===== config.mk =====
export PLATFORM = sky130hd
export DESIGN_NAME = irq_router
export DESIGN_NICKNAME = d
export VERILOG_FILES = /design/src/rtl/irq_router_pkg.sv /design/src/rtl/irq_addr_dec.sv /design/src/rtl/irq_mask_bank.sv /design/src/rtl/irq_sw_trig.sv /design/src/rtl/irq_router.sv
export SDC_FILE = /design/constraint.sdc
export NUM_CORES = 2
export LEC_CHECK = 0
export ABC_CLOCK_PERIOD_IN_PS = 3100
export CORE_UTILIZATION = 40
export DETAILED_ROUTE_END_ITERATION = 7
export SYNTH_ARGS = -nofsm -noshare
export SYNTH_HDL_FRONTEND = slang
export SYNTH_SLANG_ARGS = --single-unit
export TNS_END_PERCENT = 1

===== constraint.sdc =====
create_clock -name clk_i -period 3.1 [get_ports clk_i]
set_clock_uncertainty 0.15 [all_clocks]
set_input_delay 0.62 -clock clk_i [delete_from_list [all_inputs] [get_ports clk_i]]
set_output_delay 0.62 -clock clk_i [all_outputs]
set_load 0.02 [all_outputs]

===== src/rtl/irq_router_pkg.sv =====
package irq_router_pkg;
  localparam int unsigned ADDR_W  = 12;
  localparam int unsigned WORD_W  = 32;
  localparam int unsigned N_WORDS = 3;
  localparam int unsigned HW_SRC  = 72;
  localparam int unsigned SW_W    = 8;
  localparam int unsigned HI_SRC  = HW_SRC - 2 * WORD_W;
  localparam logic [WORD_W-1:0] W2_KEEP = 32'h8000_FFFF;

  typedef logic [N_WORDS-1:0][WORD_W-1:0] bank_t;

  typedef enum logic [2:0] {
    K_NONE, K_PEND, K_SET, K_CLR, K_STAT, K_SWSET, K_SWCLR
  } kind_e;

  typedef struct packed {
    kind_e      kind;
    logic       fiq;
    logic [1:0] core;
    logic [1:0] word;
  } dec_t;
endpackage


===== src/rtl/irq_addr_dec.sv =====
module irq_addr_dec
  import irq_router_pkg::*;
#(
  parameter int unsigned NUM_CORES = 4
) (
  input  logic [ADDR_W-1:0] addr_i,
  output dec_t              dec_o
);
  logic in_win, core_ok;

  assign in_win  = (addr_i[11:9] == 3'b001) && (addr_i[1:0] == 2'b00) && (addr_i[3:2] != 2'd3);
  assign core_ok = ({30'd0, addr_i[7:6]} < NUM_CORES);

  always_comb begin
    dec_o      = '0;
    dec_o.kind = K_NONE;
    dec_o.fiq  = addr_i[8];
    dec_o.core = addr_i[7:6];
    dec_o.word = addr_i[3:2];
    if (in_win) begin
      unique case (addr_i[5:4])
        2'd0: if (core_ok) dec_o.kind = K_PEND;
        2'd1: if (core_ok) dec_o.kind = K_SET;
        2'd2: if (core_ok) dec_o.kind = K_CLR;
        default: begin
          if (!addr_i[8] && addr_i[7:6] == 2'd0) dec_o.kind = K_STAT;
          else if (addr_i[8] && addr_i[7:6] == 2'd3) begin
            if (addr_i[3:2] == 2'd0)      dec_o.kind = K_SWSET;
            else if (addr_i[3:2] == 2'd1) dec_o.kind = K_SWCLR;
          end
        end
      endcase
    end
  end
endmodule


===== src/rtl/irq_mask_bank.sv =====
module irq_mask_bank
  import irq_router_pkg::*;
(
  input  logic              clk_i,
  input  logic              rst_ni,
  input  logic              set_i,
  input  logic              clr_i,
  input  logic [1:0]        word_i,
  input  logic [WORD_W-1:0] wdata_i,
  input  bank_t             raw_i,
  output bank_t             mask_o,
  output bank_t             pend_o,
  output logic              line_o
);
  bank_t mask_q, hit;

  for (genvar w = 0; w < N_WORDS; w++) begin : g_word
    localparam logic [WORD_W-1:0] KEEP = (w == N_WORDS - 1) ? W2_KEEP : '1;
    logic [WORD_W-1:0] set_bits, clr_bits;
    assign set_bits = (set_i && word_i == 2'(w)) ? (wdata_i & KEEP) : '0;
    assign clr_bits = (clr_i && word_i == 2'(w)) ? wdata_i : '0;

    always_ff @(posedge clk_i or negedge rst_ni) begin
      if (!rst_ni) mask_q[w] <= '0;
      else         mask_q[w] <= (mask_q[w] | set_bits) & ~clr_bits;  // clear wins
    end

    assign hit[w] = raw_i[w] & mask_q[w];
  end

  assign mask_o    = mask_q;
  assign pend_o[0] = hit[0];
  assign pend_o[1] = hit[1];
  assign pend_o[2] = hit[2] | {6'd0, |hit[1], |hit[0], 24'd0};
  assign line_o    = |hit;
endmodule


===== src/rtl/irq_sw_trig.sv =====
module irq_sw_trig
  import irq_router_pkg::*;
(
  input  logic            clk_i,
  input  logic            rst_ni,
  input  logic            set_i,
  input  logic            clr_i,
  input  logic [SW_W-1:0] bits_i,
  output logic [SW_W-1:0] trig_o
);
  logic [SW_W-1:0] trig_q, set_bits, clr_bits;

  assign set_bits = set_i ? bits_i : '0;
  assign clr_bits = clr_i ? bits_i : '0;

  always_ff @(posedge clk_i or negedge rst_ni) begin
    if (!rst_ni) trig_q <= '0;
    else         trig_q <= (trig_q | set_bits) & ~clr_bits;
  end

  assign trig_o = trig_q;
endmodule


===== src/rtl/irq_router.sv =====
module irq_router
  import irq_router_pkg::*;
#(
  parameter int unsigned NUM_CORES = 4
) (
  input  logic                 clk_i,
  input  logic                 rst_ni,
  input  logic [HW_SRC-1:0]    src_i,
  input  logic                 ext_irq_i,
  input  logic [ADDR_W-1:0]    addr_i,
  input  logic                 we_i,
  input  logic [WORD_W-1:0]    wdata_i,
  output logic [WORD_W-1:0]    rdata_o,
  output logic [NUM_CORES-1:0] irq_o,
  output logic [NUM_CORES-1:0] fiq_o
);
  localparam int unsigned N_KIND = 2;

  dec_t                                    dec;
  logic [HW_SRC-1:0]                       src_q;
  logic                                    ext_q;
  logic [SW_W-1:0]                         sw_q;
  bank_t                                   raw;
  bank_t [N_KIND-1:0][NUM_CORES-1:0]       mask_all, pend_all;
  logic  [N_KIND-1:0][NUM_CORES-1:0]       line;
  logic [WORD_W-1:0]                       rd_next, rdata_q;

  irq_addr_dec #(.NUM_CORES(NUM_CORES)) u_dec (.addr_i(addr_i), .dec_o(dec));

  always_ff @(posedge clk_i or negedge rst_ni) begin
    if (!rst_ni) begin
      src_q <= '0;
      ext_q <= 1'b0;
    end else begin
      src_q <= src_i;
      ext_q <= ext_irq_i;
    end
  end

  irq_sw_trig u_sw (
    .clk_i  (clk_i),
    .rst_ni (rst_ni),
    .set_i  (we_i && dec.kind == K_SWSET),
    .clr_i  (we_i && dec.kind == K_SWCLR),
    .bits_i (wdata_i[SW_W-1:0]),
    .trig_o (sw_q)
  );

  assign raw[0] = src_q[WORD_W-1:0];
  assign raw[1] = src_q[2*WORD_W-1:WORD_W];
  assign raw[2] = {ext_q, {(WORD_W-1-SW_W-HI_SRC){1'b0}}, sw_q, src_q[HW_SRC-1:2*WORD_W]};

  for (genvar k = 0; k < N_KIND; k++) begin : g_kind
    for (genvar c = 0; c < NUM_CORES; c++) begin : g_core
      logic sel;
      assign sel = we_i && (dec.fiq == k[0]) && (dec.core == 2'(c));
      irq_mask_bank u_bank (
        .clk_i   (clk_i),
        .rst_ni  (rst_ni),
        .set_i   (sel && dec.kind == K_SET),
        .clr_i   (sel && dec.kind == K_CLR),
        .word_i  (dec.word),
        .wdata_i (wdata_i),
        .raw_i   (raw),
        .mask_o  (mask_all[k][c]),
        .pend_o  (pend_all[k][c]),
        .line_o  (line[k][c])
      );
    end
  end

  assign irq_o = line[0];
  assign fiq_o = line[1];

  always_comb begin
    rd_next = '0;
    unique case (dec.kind)
      K_PEND:        rd_next = pend_all[dec.fiq][dec.core][dec.word];
      K_SET, K_CLR:  rd_next = mask_all[dec.fiq][dec.core][dec.word];
      K_STAT:        rd_next = raw[dec.word];
      default:       rd_next = '0;
    endcase
  end

  always_ff @(posedge clk_i or negedge rst_ni) begin
    if (!rst_ni) rdata_q <= '0;
    else         rdata_q <= rd_next;
  end

  assign rdata_o = rdata_q;
endmodule


==> qor.yml <==
detailed_routing:
  wl_met2_um: 107000
  first_iter_violations: 7726
  wl_met1_um: 101000
  top_layer: "met5"
  drcViolationCount: 0
  via_per_inst: 6.81
  wl_um: 263000
  detail-route-antenna-nets: 0
  wl_met3_um: 35000
  vias: 46583
  wl_per_cell_um: 38.4
  first_pass_iters: 7
synth:
  synthCells: 4377
  ys_seq_elements: 881
  yosys.area_share.simple_pct: 7.39
  synth_nets: 4500
  synthXorXnorAreaFrac_pct: 0
  synth.cell_area_sq_um: 44800
  muxShareOfSynthArea_pct: 10.8
  yosysWarningCount: 0
  synth_top_family_by_area: "compound AO/OA/AOI/OAI gates"
  synth-compound-area-share_pct: 28.1
  yosysSeqAreaShare_pct: 49.2
  synth_fa_ha_area_share_pct: 0.0838
  async_flop_share_pct: 100
  ys_types: 66
  synth-edff-count: 0
  syn_avg_cell_area_sq_um: 10.2
  synth_ff_type: "dfrtp_1"
timing:
  finalHoldViolCount: 0
  slew_viol_final: 0
  finalCritPeriodShare_pct: 126
  worst_slew_pin_slew_ns: 0.982
  setup_slack_ns: -0.808
  finalSetupViolCount: 8
  fmax_mhz: 256
  rsz0062_at_grt: "yes"
  max-slew-margin-rel_pct: 34.4
  layout_min_cycle_time_ns: 3.91
cts:
  clk-insertion-delay-late_ns: 0.74
  clock_path_buffers: 3
  clock_sinks: 881
  cts_tree: "yes"
  cts_buffers: 101
  root_buffer: "clkbuf_16"
  cts_max_level: 3
  clkTransAtPathRegs_ns: 0.06
min_path:
  hold_path_end: "src_q[52]"
  holdCritStartpoint: "src_i[52]"
  holdPathStages: 1
  hold_path_class: "input pin to flop"
flow_run:
  drv_cap: 0
critical_path:
  endpoint_kind: "output port"
  crit_chain: "buf_4 -> buf_4 -> a22oi_1 -> nand4_1 -> nor4_2 -> buf_4 -> nand4_1 -> buf_2"
  worstPathArrival_ns: 3.14
  reg2reg_to: "rdata_o[14]"
  slowest_delay_ns: 0.41
  start_kind: "flop"
  cp_num_buf_inv: 4
  ff2ff_setup_slack_ns: 0.07
  crit_type: "flop to output port"
  cp_max_fo: 5
  required_ns: 2.33
  cp_common_cell: "buf_4"
  critical-path-slowest-cell: "dfrtp_1"
  crit_family: "buffers and inverters"
  worstReg2RegStart: "g_kind[0].g_core[2].u_bank.mask_o[46]"
  reg2reg_depth: 10
  path_depth: 8
floorplan:
  floorplan.die_area_sq_um: 113000
  die_y_um: 337
  coreArea_sq_um: 111000
  rows: 122
  num_io_pins: 160
  start_util_pct: 40.4
  die_w_um: 337
run_status:
  status: "complete, but fails checks"
  failed_checks: "setup timing"
grt:
  grt_pass1_wl_um: 361000
  grt_max_degree: 93
  antenna_found_initial: 21
  grtUsageTotal_pct: 46.1
  overflow: 0
  grt_pass1_vias: 43745
power_and_ir_drop:
  powerDensity_nw_per_um2: 464
  p_leak_nw: 26.8
  p_total_mw: 28.0
  ir_worst_vdd_uv: 423
placement:
  gp_congestion: 1.11
  io_buffers: 159
  pre_cts_slack_ns: -1.03
  place_inst: 6645
  place_hpwl_um: 201000
layout:
  layout_common_cells: "buf_4 (962), dfrtp_1 (873), o21ai_0 (533)"
  layout_commonest_cell: "buf_4"
  n_fill_cell: 9920
  drive_gt1_share_pct: 30.4
  finalNetCount: 5391
  final_cell_count_no_fill: 6845
  syn_to_final_growth_pct: 34.9
## per-stage QoR
step / area (sq um) / util (%) / setup TNS, ns / hold WS [ns]
after global placement: 56500 / 50.9 / -161.33 / 0.366
after detailed placement: 56500 / 50.9 / -159.46 / 0.371
after floorplan: 44800 / - / 0 / 0.174
final: 60400 / 54.5 / -5.85 / 0.172
after global routing: 60400 / 54.5 / -5.69 / 0.173
after CTS: 60300 / 54.4 / -5.46 / 0.159
## flip-flops by register name, indices dropped and copies added, names as in the netlist
| name | count |
|---|---|
| g_kind.g_core.u_bank.mask_o | 768 |
| src_q | 72 |
| ext_q | 1 |
| rdata_o | 32 |
| u_sw.trig_o | 8 |
## cells in the mapped netlist (73+ instances only)
master	instances	area share (%)
dfrtp_1	881	49
o21ai_0	533	6.0
o31ai_1	429	7.2
clkbuf_1	360	3.0
nand2_1	351	2.9
a22oi_1	270	4.5
a21oi_1	205	2.3
mux2_2	161	4.0
nor2_1	150	1.3
a21boi_0	123	2.1
mux2i_1	119	2.7
a31oi_1	85	1.2
buf_2	80	0.89
nand4_1	75	1.0
a221oi_1	73	1.4
mux4_2	73	3.7
## logic make-up (layout without fill, tap and decap cells)
logic type / Yosys count / after routing
DFF: 881 / 881
and+or+nand+nor: 731 / 731
buffers and inverters: 488 / 1463
AOI/OAI and AO/OA: 1904 / 1904
other: 0 / 5
adders and majority gates: 3 / 3
muxes: 370 / 370
## layer usage
metal	GRT usage [%]	vias up
met5	0	-
met4	27.4	24
met3	15.0	897
met2	64.9	3669
met1	61.6	23324
li1	-	18669
## final cells by class
cell class / count / area (sq um) / area share (%)
Timing Repair Buffer: 1265 / 11700 / 19.3
Inverter: 11 / 41.3 / 0.0683
Antenna cell: 5 / 12.5 / 0.0207
Clock inverter: 50 / 676 / 1.12
Multi-Input combinational cell: 3008 / 21200 / 35.0
Tap cell: 1488 / 1860 / 3.08
Sequential cell: 881 / 22100 / 36.5
Clock buffer: 137 / 2920 / 4.82
## power breakdown
group          switching, mW  internal (mW)  leakage (nW)
clock network           5.46           7.69          1.77
logic                   2.08           1.07          12.9
registers              0.148           11.6          12.1
total                   7.69           20.3          26.8
## worst max-delay path by stage
stage                                               start                               endpoint  slack (ns)
global placement                                src_q[10]                               irq_o[0]        -1.0
detailed placement                              src_q[10]                               irq_o[0]       -1.03
CTS                 g_kind[0].g_core[0].u_bank.mask_o[10]                               irq_o[0]       -0.81
floorplan                                       addr_i[3]  g_kind[1].g_core[1].u_bank.mask_o[21]        0.13
finish                                          src_q[20]                               irq_o[2]       -0.81
global route        g_kind[0].g_core[0].u_bank.mask_o[10]                               irq_o[0]       -0.77
## worst reg2reg max path: stages, from the launching register on
cell,delay (ns)
dfrtp_1,0.44
buf_4,0.19
mux2_2,0.26
a221oi_1,0.32
buf_4,0.18
nor2_1,0.04
a221oi_1,0.51
buf_4,0.22
nor3_1,0.05
o2111ai_1,0.37
o21ai_0,0.15
## repair_timing
| item | in CTS | in global routing |
|---|---|---|
| hold buffers | 1 | 0 |
| endpoints found under the setup margin | 8 | 9 |
| pin swaps | 18 | 2 |
| gates resized for setup | 91 | 12 |
| buffers inserted | 6 | 1 |
| endpoints found under the hold margin | 27 | 0 |
No activity file was read; power rests on OpenSTA's default activity.
